## src/rtl/nand_hb_pkg.sv

```systemverilog
package nand_hb_pkg;

  localparam int ADDR_W = 3;

  localparam logic [ADDR_W-1:0] OFS_DATA = 3'h0;
  localparam logic [ADDR_W-1:0] OFS_MODE = 3'h4;
  localparam logic [ADDR_W-1:0] OFS_STAT = 3'h5;
  localparam logic [ADDR_W-1:0] OFS_EVNT = 3'h6;
  localparam logic [ADDR_W-1:0] OFS_MASK = 3'h7;

  localparam int MB_CLE  = 0;
  localparam int MB_ALE  = 1;
  localparam int MB_PWR  = 2;
  localparam int MB_CE   = 4;
  localparam int MB_ECC  = 5;
  localparam int MB_WPN  = 7;

  typedef enum logic [1:0] {
    SQ_IDLE = 2'd0,
    SQ_STRB = 2'd1,
    SQ_RCOV = 2'd2
  } seq_state_t;

  typedef enum logic [1:0] {
    HC_IDLE = 2'd0,
    HC_LO   = 2'd1,
    HC_HI   = 2'd2,
    HC_ACK  = 2'd3
  } host_state_t;

endpackage

```

## src/rtl/nand_hb_regs.sv

```systemverilog
module nand_hb_regs (
  input  logic       clk,
  input  logic       rst_n,
  input  logic       mode_we,
  input  logic       evnt_we,
  input  logic       mask_we,
  input  logic [7:0] wbyte,
  input  logic       nand_rb,
  output logic [7:0] mode_q,
  output logic       evnt_q,
  output logic [7:0] mask_q,
  output logic       busy,
  output logic       irq
);

  logic [2:0] rb_pipe_q;
  logic       rb_rise;
  logic       evnt_d;

  always_ff @(posedge clk or negedge rst_n) begin
    if (!rst_n) rb_pipe_q <= 3'b111;
    else        rb_pipe_q <= {rb_pipe_q[1:0], nand_rb};
  end

  assign rb_rise = rb_pipe_q[1] & ~rb_pipe_q[2];
  assign busy    = ~rb_pipe_q[1];

  always_ff @(posedge clk or negedge rst_n) begin
    if (!rst_n)       mode_q <= 8'h00;
    else if (mode_we) mode_q <= wbyte;
  end

  always_ff @(posedge clk or negedge rst_n) begin
    if (!rst_n)       mask_q <= 8'h00;
    else if (mask_we) mask_q <= wbyte;
  end

  always_comb begin
    evnt_d = evnt_q;
    if (evnt_we && wbyte[0]) evnt_d = 1'b0;
    if (rb_rise)             evnt_d = 1'b1;
  end

  always_ff @(posedge clk or negedge rst_n) begin
    if (!rst_n) evnt_q <= 1'b0;
    else        evnt_q <= evnt_d;
  end

  assign irq = evnt_q & mask_q[0];

  AST_EVENT_LATCH: assert property (@(posedge clk) disable iff (!rst_n)
    rb_rise |=> evnt_q);

  AST_EVENT_STICKY: assert property (@(posedge clk) disable iff (!rst_n)
    (evnt_q && !(evnt_we && wbyte[0])) |=> evnt_q);

endmodule

```

## src/rtl/nand_hb_seq.sv

```systemverilog
module nand_hb_seq
  import nand_hb_pkg::*;
#(
  parameter int STROBE_CLKS = 3,
  parameter int RECOV_CLKS  = 2
) (
  input  logic       clk,
  input  logic       rst_n,
  input  logic       start,
  input  logic       wr,
  input  logic [7:0] wbyte,
  input  logic [7:0] nand_din,
  output logic       done,
  output logic [7:0] rbyte,
  output logic       nand_we_n,
  output logic       nand_re_n,
  output logic [7:0] nand_dout,
  output logic       nand_doe
);

  localparam int CNT_MAX = (STROBE_CLKS > RECOV_CLKS) ? STROBE_CLKS : RECOV_CLKS;
  localparam int CW      = $clog2(CNT_MAX + 1);
  localparam logic [CW-1:0] STRB_LOAD = CW'(STROBE_CLKS - 1);
  localparam logic [CW-1:0] RCOV_LOAD = CW'(RECOV_CLKS - 1);

  seq_state_t    st_q, st_d;
  logic [CW-1:0] cnt_q, cnt_d;
  logic          wr_q, wr_d;
  logic [7:0]    db_q, db_d;
  logic [7:0]    rb_q, rb_d;
  logic          accept;

  always_comb begin
    st_d   = st_q;
    cnt_d  = cnt_q;
    wr_d   = wr_q;
    db_d   = db_q;
    rb_d   = rb_q;
    done   = 1'b0;
    accept = (st_q == SQ_IDLE) || (st_q == SQ_RCOV && cnt_q == '0);
    case (st_q)
      SQ_STRB: begin
        if (cnt_q == '0) begin
          if (!wr_q) rb_d = nand_din;
          st_d  = SQ_RCOV;
          cnt_d = RCOV_LOAD;
        end else begin
          cnt_d = cnt_q - 1'b1;
        end
      end
      SQ_RCOV: begin
        if (cnt_q == '0) begin
          done = 1'b1;
          st_d = SQ_IDLE;
        end else begin
          cnt_d = cnt_q - 1'b1;
        end
      end
      default: ;
    endcase
    if (accept && start) begin
      st_d  = SQ_STRB;
      cnt_d = STRB_LOAD;
      wr_d  = wr;
      db_d  = wbyte;
    end
  end

  always_ff @(posedge clk or negedge rst_n) begin
    if (!rst_n) begin
      st_q  <= SQ_IDLE;
      cnt_q <= '0;
      wr_q  <= 1'b0;
      db_q  <= 8'h00;
      rb_q  <= 8'h00;
    end else begin
      st_q  <= st_d;
      cnt_q <= cnt_d;
      wr_q  <= wr_d;
      db_q  <= db_d;
      rb_q  <= rb_d;
    end
  end

  assign rbyte     = rb_q;
  assign nand_we_n = !(st_q == SQ_STRB && wr_q);
  assign nand_re_n = !(st_q == SQ_STRB && !wr_q);
  assign nand_dout = db_q;
  assign nand_doe  = wr_q && (st_q != SQ_IDLE);

  AST_STROBE_EXCL: assert property (@(posedge clk) disable iff (!rst_n)
    !(!nand_we_n && !nand_re_n));

  AST_DOUT_STABLE: assert property (@(posedge clk) disable iff (!rst_n)
    (!nand_we_n && $past(!nand_we_n)) |-> $stable(nand_dout));

endmodule

```

## src/rtl/nand_hb_ctrl.sv

```systemverilog
module nand_hb_ctrl
  import nand_hb_pkg::*;
(
  input  logic              clk,
  input  logic              rst_n,
  input  logic              host_valid,
  input  logic              host_write,
  input  logic              host_wide,
  input  logic [ADDR_W-1:0] host_addr,
  input  logic [15:0]       host_wdata,
  output logic [15:0]       host_rdata,
  output logic              host_ready,
  input  logic [7:0]        mode_q,
  input  logic              evnt_q,
  input  logic [7:0]        mask_q,
  input  logic              busy,
  output logic              mode_we,
  output logic              evnt_we,
  output logic              mask_we,
  output logic              seq_start,
  output logic              seq_wr,
  output logic [7:0]        seq_byte,
  input  logic              seq_done,
  input  logic [7:0]        seq_rbyte
);

  host_state_t st_q, st_d;
  logic [15:0] rd_q, rd_d;
  logic [7:0]  hi_q, hi_d;
  logic        wr_q, wr_d;
  logic        wide_q, wide_d;
  logic [7:0]  reg_rd;

  always_comb begin
    case (host_addr)
      OFS_MODE: reg_rd = mode_q;
      OFS_STAT: reg_rd = {busy, 7'b0};
      OFS_EVNT: reg_rd = {7'b0, evnt_q};
      OFS_MASK: reg_rd = mask_q;
      default:  reg_rd = 8'h00;
    endcase
  end

  always_comb begin
    st_d      = st_q;
    rd_d      = rd_q;
    hi_d      = hi_q;
    wr_d      = wr_q;
    wide_d    = wide_q;
    seq_start = 1'b0;
    seq_byte  = 8'h00;
    seq_wr    = wr_q;
    mode_we   = 1'b0;
    evnt_we   = 1'b0;
    mask_we   = 1'b0;
    case (st_q)
      HC_IDLE: begin
        seq_wr = host_write;
        if (host_valid) begin
          hi_d   = host_wdata[15:8];
          wr_d   = host_write;
          wide_d = host_wide;
          rd_d   = 16'h0000;
          st_d   = HC_ACK;
          if (host_addr == OFS_DATA) begin
            if (mode_q[MB_CE]) begin
              seq_start = 1'b1;
              seq_byte  = host_wdata[7:0];
              st_d      = HC_LO;
            end
          end else if (host_write) begin
            mode_we = (host_addr == OFS_MODE);
            evnt_we = (host_addr == OFS_EVNT);
            mask_we = (host_addr == OFS_MASK);
          end else begin
            rd_d = {8'h00, reg_rd};
          end
        end
      end
      HC_LO: begin
        if (seq_done) begin
          if (!wr_q) rd_d[7:0] = seq_rbyte;
          if (wide_q) begin
            seq_start = 1'b1;
            seq_byte  = hi_q;
            st_d      = HC_HI;
          end else begin
            st_d = HC_ACK;
          end
        end
      end
      HC_HI: begin
        if (seq_done) begin
          if (!wr_q) rd_d[15:8] = seq_rbyte;
          st_d = HC_ACK;
        end
      end
      default: st_d = HC_IDLE;
    endcase
  end

  always_ff @(posedge clk or negedge rst_n) begin
    if (!rst_n) begin
      st_q   <= HC_IDLE;
      rd_q   <= 16'h0000;
      hi_q   <= 8'h00;
      wr_q   <= 1'b0;
      wide_q <= 1'b0;
    end else begin
      st_q   <= st_d;
      rd_q   <= rd_d;
      hi_q   <= hi_d;
      wr_q   <= wr_d;
      wide_q <= wide_d;
    end
  end

  assign host_rdata = rd_q;
  assign host_ready = (st_q == HC_ACK);

  AST_READY_PULSE: assert property (@(posedge clk) disable iff (!rst_n)
    host_ready |=> !host_ready);

endmodule

```

## src/rtl/nand_hbridge.sv

```systemverilog
module nand_hbridge
  import nand_hb_pkg::*;
#(
  parameter int STROBE_CLKS = 3,
  parameter int RECOV_CLKS  = 2
) (
  input  logic        clk,
  input  logic        rst_n,
  input  logic        host_valid,
  input  logic        host_write,
  input  logic        host_wide,
  input  logic [2:0]  host_addr,
  input  logic [15:0] host_wdata,
  output logic [15:0] host_rdata,
  output logic        host_ready,
  output logic        nand_cle,
  output logic        nand_ale,
  output logic        nand_ce_n,
  output logic        nand_we_n,
  output logic        nand_re_n,
  output logic        nand_wp_n,
  output logic [7:0]  nand_dout,
  output logic        nand_doe,
  input  logic [7:0]  nand_din,
  input  logic        nand_rb,
  output logic [1:0]  ecc_sel,
  output logic [1:0]  pwr_ctl,
  output logic        irq
);

  logic [1:0] rst_pipe_q;
  logic       rst_n_i;

  always_ff @(posedge clk or negedge rst_n) begin
    if (!rst_n) rst_pipe_q <= 2'b00;
    else        rst_pipe_q <= {rst_pipe_q[0], 1'b1};
  end
  assign rst_n_i = rst_pipe_q[1];

  logic [7:0] mode_q, mask_q;
  logic       evnt_q, busy;
  logic       mode_we, evnt_we, mask_we;
  logic       seq_start, seq_wr, seq_done;
  logic [7:0] seq_byte, seq_rbyte;

  nand_hb_regs u_regs (
    .clk     (clk),
    .rst_n   (rst_n_i),
    .mode_we (mode_we),
    .evnt_we (evnt_we),
    .mask_we (mask_we),
    .wbyte   (host_wdata[7:0]),
    .nand_rb (nand_rb),
    .mode_q  (mode_q),
    .evnt_q  (evnt_q),
    .mask_q  (mask_q),
    .busy    (busy),
    .irq     (irq)
  );

  nand_hb_ctrl u_ctrl (
    .clk        (clk),
    .rst_n      (rst_n_i),
    .host_valid (host_valid),
    .host_write (host_write),
    .host_wide  (host_wide),
    .host_addr  (host_addr),
    .host_wdata (host_wdata),
    .host_rdata (host_rdata),
    .host_ready (host_ready),
    .mode_q     (mode_q),
    .evnt_q     (evnt_q),
    .mask_q     (mask_q),
    .busy       (busy),
    .mode_we    (mode_we),
    .evnt_we    (evnt_we),
    .mask_we    (mask_we),
    .seq_start  (seq_start),
    .seq_wr     (seq_wr),
    .seq_byte   (seq_byte),
    .seq_done   (seq_done),
    .seq_rbyte  (seq_rbyte)
  );

  nand_hb_seq #(
    .STROBE_CLKS (STROBE_CLKS),
    .RECOV_CLKS  (RECOV_CLKS)
  ) u_seq (
    .clk       (clk),
    .rst_n     (rst_n_i),
    .start     (seq_start),
    .wr        (seq_wr),
    .wbyte     (seq_byte),
    .nand_din  (nand_din),
    .done      (seq_done),
    .rbyte     (seq_rbyte),
    .nand_we_n (nand_we_n),
    .nand_re_n (nand_re_n),
    .nand_dout (nand_dout),
    .nand_doe  (nand_doe)
  );

  assign nand_cle  = mode_q[MB_CLE];
  assign nand_ale  = mode_q[MB_ALE];
  assign nand_ce_n = ~mode_q[MB_CE];
  assign nand_wp_n = mode_q[MB_WPN];
  assign pwr_ctl   = mode_q[MB_PWR +: 2];
  assign ecc_sel   = mode_q[MB_ECC +: 2];

  AST_STROBE_NEEDS_CE: assert property (@(posedge clk) disable iff (!rst_n_i)
    (!nand_we_n || !nand_re_n) |-> !nand_ce_n);

  AST_READY_IDLE_PINS: assert property (@(posedge clk) disable iff (!rst_n_i)
    host_ready |-> (nand_we_n && nand_re_n));

endmodule

```

## config.mk

```make
export PLATFORM = sky130hd
export DESIGN_NAME = nand_hbridge
export DESIGN_NICKNAME = d
export VERILOG_FILES = /design/src/rtl/nand_hb_pkg.sv /design/src/rtl/nand_hb_regs.sv /design/src/rtl/nand_hb_seq.sv /design/src/rtl/nand_hb_ctrl.sv /design/src/rtl/nand_hbridge.sv
export SDC_FILE = /design/constraint.sdc
export NUM_CORES = 1
export LEC_CHECK = 0
export BUFFER_PORTS_ARGS = -buffer_cell sky130_fd_sc_hd__buf_2
export CAP_MARGIN = 20
export CELL_PAD_IN_SITES_DETAIL_PLACEMENT = 0
export CELL_PAD_IN_SITES_GLOBAL_PLACEMENT = 2
export CORE_ASPECT_RATIO = 1.4
export CORE_MARGIN = 1.5
export CORE_UTILIZATION = 38
export DETAILED_ROUTE_END_ITERATION = 16
export GPL_TIMING_DRIVEN = 0
export PLACE_DENSITY = 0.84
export SYNTH_ARGS = -nofsm -noshare
export SYNTH_HDL_FRONTEND = slang
export SYNTH_SLANG_ARGS = --single-unit
export TNS_END_PERCENT = 5
```

## constraint.sdc

```tcl
create_clock -name clk -period 3.37 [get_ports clk]
set_input_delay 0.337 -clock clk [delete_from_list [all_inputs] [get_ports clk]]
set_output_delay 0.337 -clock clk [all_outputs]
set_load 0.1 [all_outputs]
```

# ---- Word-level counts from Yosys, hierarchy flattened
# Cells that the tools add are included.
dict set report op_classes {
  addsub 1
  n_mux 52
  bitwise_logic 6
  reduce_logical 26
  n_eq_ne 17
}
# op count
set ops {}
lappend ops {{8-bit 2-to-1 mux} 8}
lappend ops {{8-bit case mux with 2 select lines} 3}
lappend ops {{16-bit 2-to-1 mux} 2}
lappend ops {{8-bit case mux with 4 select lines} 1}
lappend ops {{1-bit 2-to-1 mux} 23}
lappend ops {{2-bit 2-to-1 mux} 11}
lappend ops {{3-bit == test (second input constant)} 4}
lappend ops {{2-bit inequality test (second input constant)} 5}
lappend ops {{3-bit AND reduction} 3}
lappend ops {{2-bit case mux with 2 select lines} 2}
lappend ops {{4-bit AND reduction} 2}
lappend ops {{2-bit nonzero test} 4}
lappend ops {{2-bit == test (second input constant)} 3}
lappend ops {{1-bit logical AND} 6}
lappend ops {{2-bit logical NOT} 3}
lappend ops {{3-bit inequality test (second input constant)} 2}
lappend ops {{2-bit case mux with 3 select lines} 1}
lappend ops {{2-bit by 1-bit == test with 1-bit output (second input constant)} 2}
lappend ops {{1-bit NOT} 4}
lappend ops {{2-bit AND reduction} 2}
lappend ops {{1-bit logical NOT} 3}
lappend ops {{3-bit logical NOT} 1}
lappend ops {{3-bit by 1-bit inequality test with 1-bit output (second input constant)} 1}
lappend ops {{3-bit nonzero test} 1}
lappend ops {{4 further kinds} 5}
dict set report word_totals {
  wordCells 118
  inputBits 33
  ff_bits 71
}

# ---- Longest topological paths before layout
# Gate-level depths: netlist of the first run.
dict set report logic_depth {
  depth_word 8
  depth_mapped 9
  mapped_depth_nobuf 6
}

# ---- By module
# A second synthesis of the first run with hierarchy kept.
dict set report hier_totals {
  hier_cells 258
  area_unflattened_um2 3271.9
}
# module cells_each n_inst area_per_inst_um2
set modules_own_cells {}
lappend modules_own_cells {nand_hb_ctrl 150 1 1551.5}
lappend modules_own_cells {nand_hb_seq 62 1 873.3}
lappend modules_own_cells {nand_hb_regs 42 1 789.5}
lappend modules_own_cells {nand_hbridge 4 1 57.6}

# ---- Least setup slack after synthesis of the first run
# No wires, ideal clock.
dict set report synth_path {
  path_type {reg-to-reg}
  startpoint {register u_seq.st_q[0]}
  endpoint {register u_ctrl.rd_q[5], in the netlist u_ctrl.host_rdata[5]}
  stages_incl_launch_ff 7
  required_ns 3.296
  path_slack_ns 1.376
  arrival_time_ns 1.920
  setup_time_ns 0.074
  period_less_slack_ns 1.994
  path_buffers 2
  cell_sequence {dfrtp_1 > or4b_1 > buf_2 > a2111oi_4 > buf_6 > nor2_1 > a21oi_2}
}
dict set report synth_between {
  elab_chain_len 4
}
# item line
set synth_rtl {}
lappend synth_rtl {{from (decl)} nand_hb_seq.sv:26} ;# seq_state_t st_q, st_d;
lappend synth_rtl {{from (signal assigned)} nand_hb_seq.sv:77} ;# st_q <= st_d;
lappend synth_rtl {{2-bit == test} nand_hb_seq.sv:41} ;# case (st_q)
lappend synth_rtl {{1-bit 2-to-1 mux} nand_hb_seq.sv:41}
lappend synth_rtl {{2-bit inequality test (no source line)} -}
lappend synth_rtl {{4-bit AND reduction (no source line)} -}
lappend synth_rtl {{to (signal assigned)} nand_hb_ctrl.sv:111} ;# rd_q <= rd_d;
lappend synth_rtl {{to (decl)} nand_hb_ctrl.sv:28} ;# logic [15:0] rd_q, rd_d;
# No other way between the ends.
# A chain may end at the register's enable or synchronous reset.

# ---- Worst setup path in the final report of the first run
dict set report layout_path {
  startpoint {register u_ctrl.st_q[1]}
  endpoint {register u_ctrl.rd_q[7], in the netlist u_ctrl.host_rdata[7]}
}
dict set report layout_between {
  elab_chain_len 3
}
# item line
set layout_rtl {}
lappend layout_rtl {{from (decl)} nand_hb_ctrl.sv:27} ;# host_state_t st_q, st_d;
lappend layout_rtl {{from (signal assigned)} nand_hb_ctrl.sv:110} ;# st_q <= st_d;
lappend layout_rtl {{2-bit by 1-bit == test with 1-bit output or 2-bit logical NOT (tied branches)} nand_hb_ctrl.sv:56} ;# case (st_q)
lappend layout_rtl {{2-bit inequality test (no source line) or 2-bit nonzero test (tied branches)} -}
lappend layout_rtl {{4-bit AND reduction (no source line)} -}
# Parallel ways exist; a longest one is shown, timed or not.

==> flow_summary.ini, run 1 <==
[cts]
ctsHtreeMaxLevel = 3
cts_sinks = 71
post_cts_buffers = 0
cts_tree = built
insertion_delay_ps = 320
cts_buffer_depth = 2
clk_transition_reported_paths_ps = 60
clockRootBuffer = clkbuf_16
cts_buffers = 9
cts_resized = 0

[grt]
grt_antenna_before_repair = 0
track_usage_pct = 16.0
grt-ovfl-total = 0
grt_pass1_vias = 2209
grt_max_degree = 70
grt_pass1_wl_um = 11000

[placement]
gp_congestion = 0.765
io_buffers = 67
placed_cells = 431
post-dp-hpwl_um = 4970

[routing]
viasPerCell = 5.02
drt_iter0_drc = 81
vias = 2249
drt-total-wl_um = 6620
drcViolationCount = 0
drt_first_pass_iters = 4
wl_per_cell_um = 14.8
ant_nets = 0

[worst_setup_path]
cp-startpoint = u_ctrl.st_q[1]
worstPathArrival_ps = 2660
slowest_stage = nor3b_1
slowest_delay_ps = 860
cp_cell_sequence = inv_1, ha_1, clkbuf_1, nor3b_1, o21ai_0, a31oi_1
worst-endpoint-required_ps = 3620
path_max_fanout = 10
crit_type = reg -> reg
r2r-start = u_ctrl.st_q[1]
critPathCaptureType = flip-flop
critPathLaunchType = flip-flop

[logic_synthesis]
ys_seq_elements = 71
synthCells = 262
ys_seq_area_share_pct = 56.4
synth_nets = 299
async_flop_share_pct = 100
syn_avg_cell_area_um2 = 12.0
synth_area_um2 = 3160
yosys_warnings = 0
synth_cell_type_count = 40
synth_edf_count = 0
synthFlopType = dfrtp_1

[finish]
mostFrequentLayoutCells = 70 x buf_2, 67 x dfrtp_1, 39 x mux2_2, 24 x nand2_1, 15 x a22oi_1
layout_commonest_cell = buf_2
area_growth_pct = 25.3
n_antenna_cell = 0
fin_cells = 448
num-nets-final = 378
drive_gt1_share_pct = 41.3

[job]
cap_violations = 0

[die]
core_area_um2 = 8100
ios = 70
rows = 39
die_w_um = 80.0
start_util_pct = 39.0
die_area_um2 = 8870
die_height_um = 111

[sta]
setup-tns-final_ps = 0
period_share_pct = 71.5
fmax_ghz = 0.415
final-hold-violation-count = 0
clock_skew_ps = 5.59
maxSlewHeadroom_pct = 34.1
fin_crit_ps = 2410
tightest_slew_ps = 986
slew_violations = 0
setup_viol = 0
rsz0062_at_grt = no

[min_path]
hp-class = in -> reg
hp-start = nand_rb

[status]
status = finished clean
synth_stat cells, types with 2 or more instances:
| master | n | area [µm²] |
|---|---|---|
| clkbuf_1 | 10 | 37.5 |
| mux2_2 | 39 | 439 |
| a21oi_1 | 11 | 55.1 |
| o21ai_0 | 10 | 50.1 |
| nand2_1 | 24 | 90.1 |
| dfrtp_1 | 68 | 1700 |
| inv_1 | 5 | 18.8 |
| and2_1 | 4 | 25.0 |
| buf_4 | 4 | 30.0 |
| nor2_2 | 2 | 12.5 |
| nand2b_1 | 4 | 25.0 |
| o21ai_1 | 2 | 10.0 |
| dfstp_2 | 3 | 78.8 |
| ha_1 | 4 | 50.1 |
| o2bb2ai_1 | 8 | 70.1 |
| a22oi_1 | 15 | 113 |
| or2_2 | 3 | 18.8 |
| nand4_1 | 2 | 12.5 |
| a21oi_2 | 2 | 17.5 |
| nor2_1 | 12 | 45.0 |
| or4b_1 | 2 | 20.0 |
| buf_2 | 3 | 15.0 |
| a22o_1 | 7 | 61.3 |
| nor2b_1 | 2 | 12.5 |
sequential cells by signal (all words and copies together), names as in the netlist:
name,count
u_regs.rb_pipe_q,3
u_ctrl.host_rdata,16
u_regs.mask_q,8
u_regs.mode_q,8
u_regs.evnt_q,1
u_seq.wr_q,1
u_seq.rbyte,8
u_ctrl.wr_q,1
u_ctrl.st_q,2
u_seq.nand_dout,8
u_seq.cnt_q,2
u_ctrl.hi_q,8
u_ctrl.wide_q,1
rst_pipe_q,2
u_seq.st_q,2
through the flow:
step                      setup WS [ps]  instance area (µm²)  util (%)  hold WS [ps]
after floorplan                    1250                 3160         -          41.4
after global placement              467                 3620      44.7           123
after detailed placement            966                 3620      44.7           130
after CTS                           959                 3950      48.8           101
after global routing                737                 3950      48.8           101
final                               960                 3950      48.8           109
per-layer routing:
metal / vias to the layer above / routed length [µm] / part of all wire (%) / GRT usage [%]
met5: - / 0 / 0 / 0
met4: 0 / 109 / 1.6 / 6.55
met1: 1100 / 2970 / 45 / 20.8
met2: 48 / 3280 / 50 / 25.9
li1: 1094 / - / - / -
met3: 7 / 261 / 3.9 / 2.80
what timing repair did:
action                                  4_1_cts  5_1_grt
hold buffers                                  1        0
hold endpoints to repair                      2        0
endpoints found under the setup margin        0        0
worst max-delay path, delay by kind of cell (launching register included):
| kind | cells | cell delay (ps) |
|---|---|---|
| simple gates | 1 | 860 |
| compound gates | 2 | 460 |
| flops | 1 | 390 |
| buf+inv | 2 | 340 |
| fa+ha+maj | 1 | 270 |
worst paths after layout:
path,end,slack (ps),depth (start not counted)
setup / recovery,u_ctrl.host_rdata[7],960,6
max in group asynchronous,u_ctrl.host_rdata[9],2350,0
min in group asynchronous,rst_pipe_q[1],320,2
hold reg to reg,u_regs.rb_pipe_q[1],360,0
hold / removal,u_regs.rb_pipe_q[0],110,1
setup reg to reg,u_ctrl.host_rdata[7],960,6
final cells by class:
type | count | area (µm²)
tap | 102 | 128
buffer | 18 | 93.8
clock inverter | 7 | 96.3
inverter | 5 | 18.8
sequential | 71 | 1780
multi-input combinational | 168 | 1260
timing repair buffer | 68 | 345
fill | 783 | 4150
clock buffer | 9 | 225
logic make-up (layout without fill, tap and decap cells):
kind of cell	after synthesis	in the layout	share of synthesized area, %
AO/OA/AOI/OAI	63	63	14.7
adder cells (fa/ha/maj)	4	4	1.59
buffers and inverters	23	107	3.57
flip-flops	71	71	56.4
multiplexers	39	39	13.9
other	1	1	0.119
AND/OR/NAND/NOR	61	61	9.71
Power of run 1 is not shown: default switching activity piles up to over one toggle a cycle in this logic, so the estimate is an artifact.
==> run 2, diff against run 1 <==
CORE_UTILIZATION = 32   (was 38)
PLACE_DENSITY = 0.75   (was 0.84)
clock period = 2.1 ns   (was 3.37 ns; I/O delays follow)
==> run 2 against run 1 <==
Compared with the run above:
- register-to-register slack worse by 900 ps
- hold slack better by 6.0 ps
- critical path type unchanged
- wire length up 6.3%
- largest cell class unchanged
==> flow_summary.ini, run 2 (synthesis results as in run 1) <==
[die]
ios = 70
die_area_um2 = 10500
rows = 42
die_height_um = 120
core_area_um2 = 9510
start_util_pct = 33.2
die_w_um = 86.9

[cts]
clockRootBuffer = clkbuf_16
clk_transition_reported_paths_ps = 60
cts_sinks = 71
insertion_delay_ps = 320
ctsHtreeMaxLevel = 3
cts_buffer_depth = 2
cts_buffers = 9
cts_tree = built

[finish]
n_antenna_cell = 0
area_growth_pct = 28.5
layout_commonest_cell = buf_2
num-nets-final = 381
mostFrequentLayoutCells = 68 x buf_2, 66 x dfrtp_1, 39 x mux2_2, 24 x nand2_1, 15 x a22oi_1
largest_reg_flops = 16
drive_gt1_share_pct = 42.7

[sta]
tightest_slew_ps = 890
setup_viol = 0
fmax_ghz = 0.492
fin_hold_ws_ps = 115
slew_violations = 0
maxSlewHeadroom_pct = 40.7
fin_crit_ps = 2030
rsz0062_at_grt = yes
clock_skew_ps = 4.07
period_share_pct = 96.9
final-hold-violation-count = 0

[grt]
grt_max_degree = 70
grt_pass1_vias = 2261
grt-ovfl-total = 0
grt_antenna_before_repair = 0
track_usage_pct = 14.3
grt_pass1_wl_um = 11500

[worst_setup_path]
worstPathArrival_ps = 2240
crit_type = reg -> reg
critPathLaunchType = flip-flop
slowest_delay_ps = 430
slowest_stage = dfrtp_1
reg2reg_depth = 6
r2r-start = u_ctrl.st_q[0]
crit_buf_inv = 2
crit_family = buffers and inverters
path_max_fanout = 8
critPathCaptureType = flip-flop
cp_cell_sequence = inv_1, ha_4, nand4_1, nor2b_1, clkbuf_1, mux2_2
worst_r2r_endpoint = u_regs.mask_q[6]
rrSetupSlack_ps = 70
worst-endpoint-required_ps = 2300
path_depth = 6

[placement]
io_buffers = 67
post-dp-hpwl_um = 5230
gp_congestion = 0.742

[routing]
drt_iter0_drc = 99
drt-total-wl_um = 7040
ant_nets = 0
viasPerCell = 4.80
drcViolationCount = 0
vias = 2310
wl_per_cell_um = 14.6
drt_first_pass_iters = 4

[min_path]
worst_hold_path.endpoint = u_ctrl.hi_q[6]
hp-start = host_wdata[14]
hp-class = in -> reg
whs_path_depth = 2

[status]
status = finished clean

[job]
cap_violations = 0
## run 2: how the worst max path moves through the flow
stage / startpoint / end / slack [ps]
final: u_ctrl.st_q[0] / u_regs.mask_q[6] / 70
after global routing: u_ctrl.st_q[0] / u_regs.mask_q[6] / -40
after CTS: u_seq.st_q[0] / u_ctrl.host_rdata[12] / 10
after detailed placement: u_ctrl.st_q[0] / u_seq.nand_dout[1] / -300
after global placement: u_ctrl.st_q[1] / u_ctrl.host_rdata[7] / -290
after floorplan: u_seq.st_q[0] / u_ctrl.host_rdata[5] / 110
## run 2: final cells by class
| type | instances | area (µm²) |
|---|---|---|
| fillers | 943 | 5460 |
| flip-flops and latches | 71 | 1790 |
| multi-input cells | 168 | 1310 |
| repair buffers | 73 | 385 |
| clock buffers | 13 | 250 |
| well taps | 132 | 165 |
| plain buffers | 16 | 95.1 |
| clock inverters | 3 | 42.5 |
| inverters | 5 | 18.8 |
## run 2: stage by stage
stage          instance area, µm²  setup TNS [ps]  cells  setup WS [ps]  util [%]
2_1_floorplan                3160               0    262            106         -
3_3_place_gp                 3660           -5520    461           -293      38.5
3_5_place_dp                 3660           -6720    461           -298      38.5
4_1_cts                      4000               0    479           12.0      42.1
5_1_grt                      4050            -391    481          -39.9      42.6
6_report                     4050               0    481           65.4      42.6
## run 2: per-layer routing
layer	up-vias	track usage (%)	part of all wire, %
li1	1099	-	-
met1	1143	17.5	43
met2	59	23.8	51
met3	9	2.94	4.8
met4	0	6.65	1.6
met5	-	0	0
## run 2: worst register-to-register path, delay by kind of cell, from the launching register on
kind	cells	cell delay, ps
fa+ha+maj	1	200
buf+inv	2	540
flops	1	430
mux	1	400
simple gates	2	360
## run 2: timing repair
item,4_1_cts,5_1_grt
pin swaps,2,3
resized for setup,8,5
setup buffers,2,2
endpoints found under the hold margin,3,0
hold buffers,2,0
setup endpoints to repair,43,31
Power of run 2 is left out for the same reason.
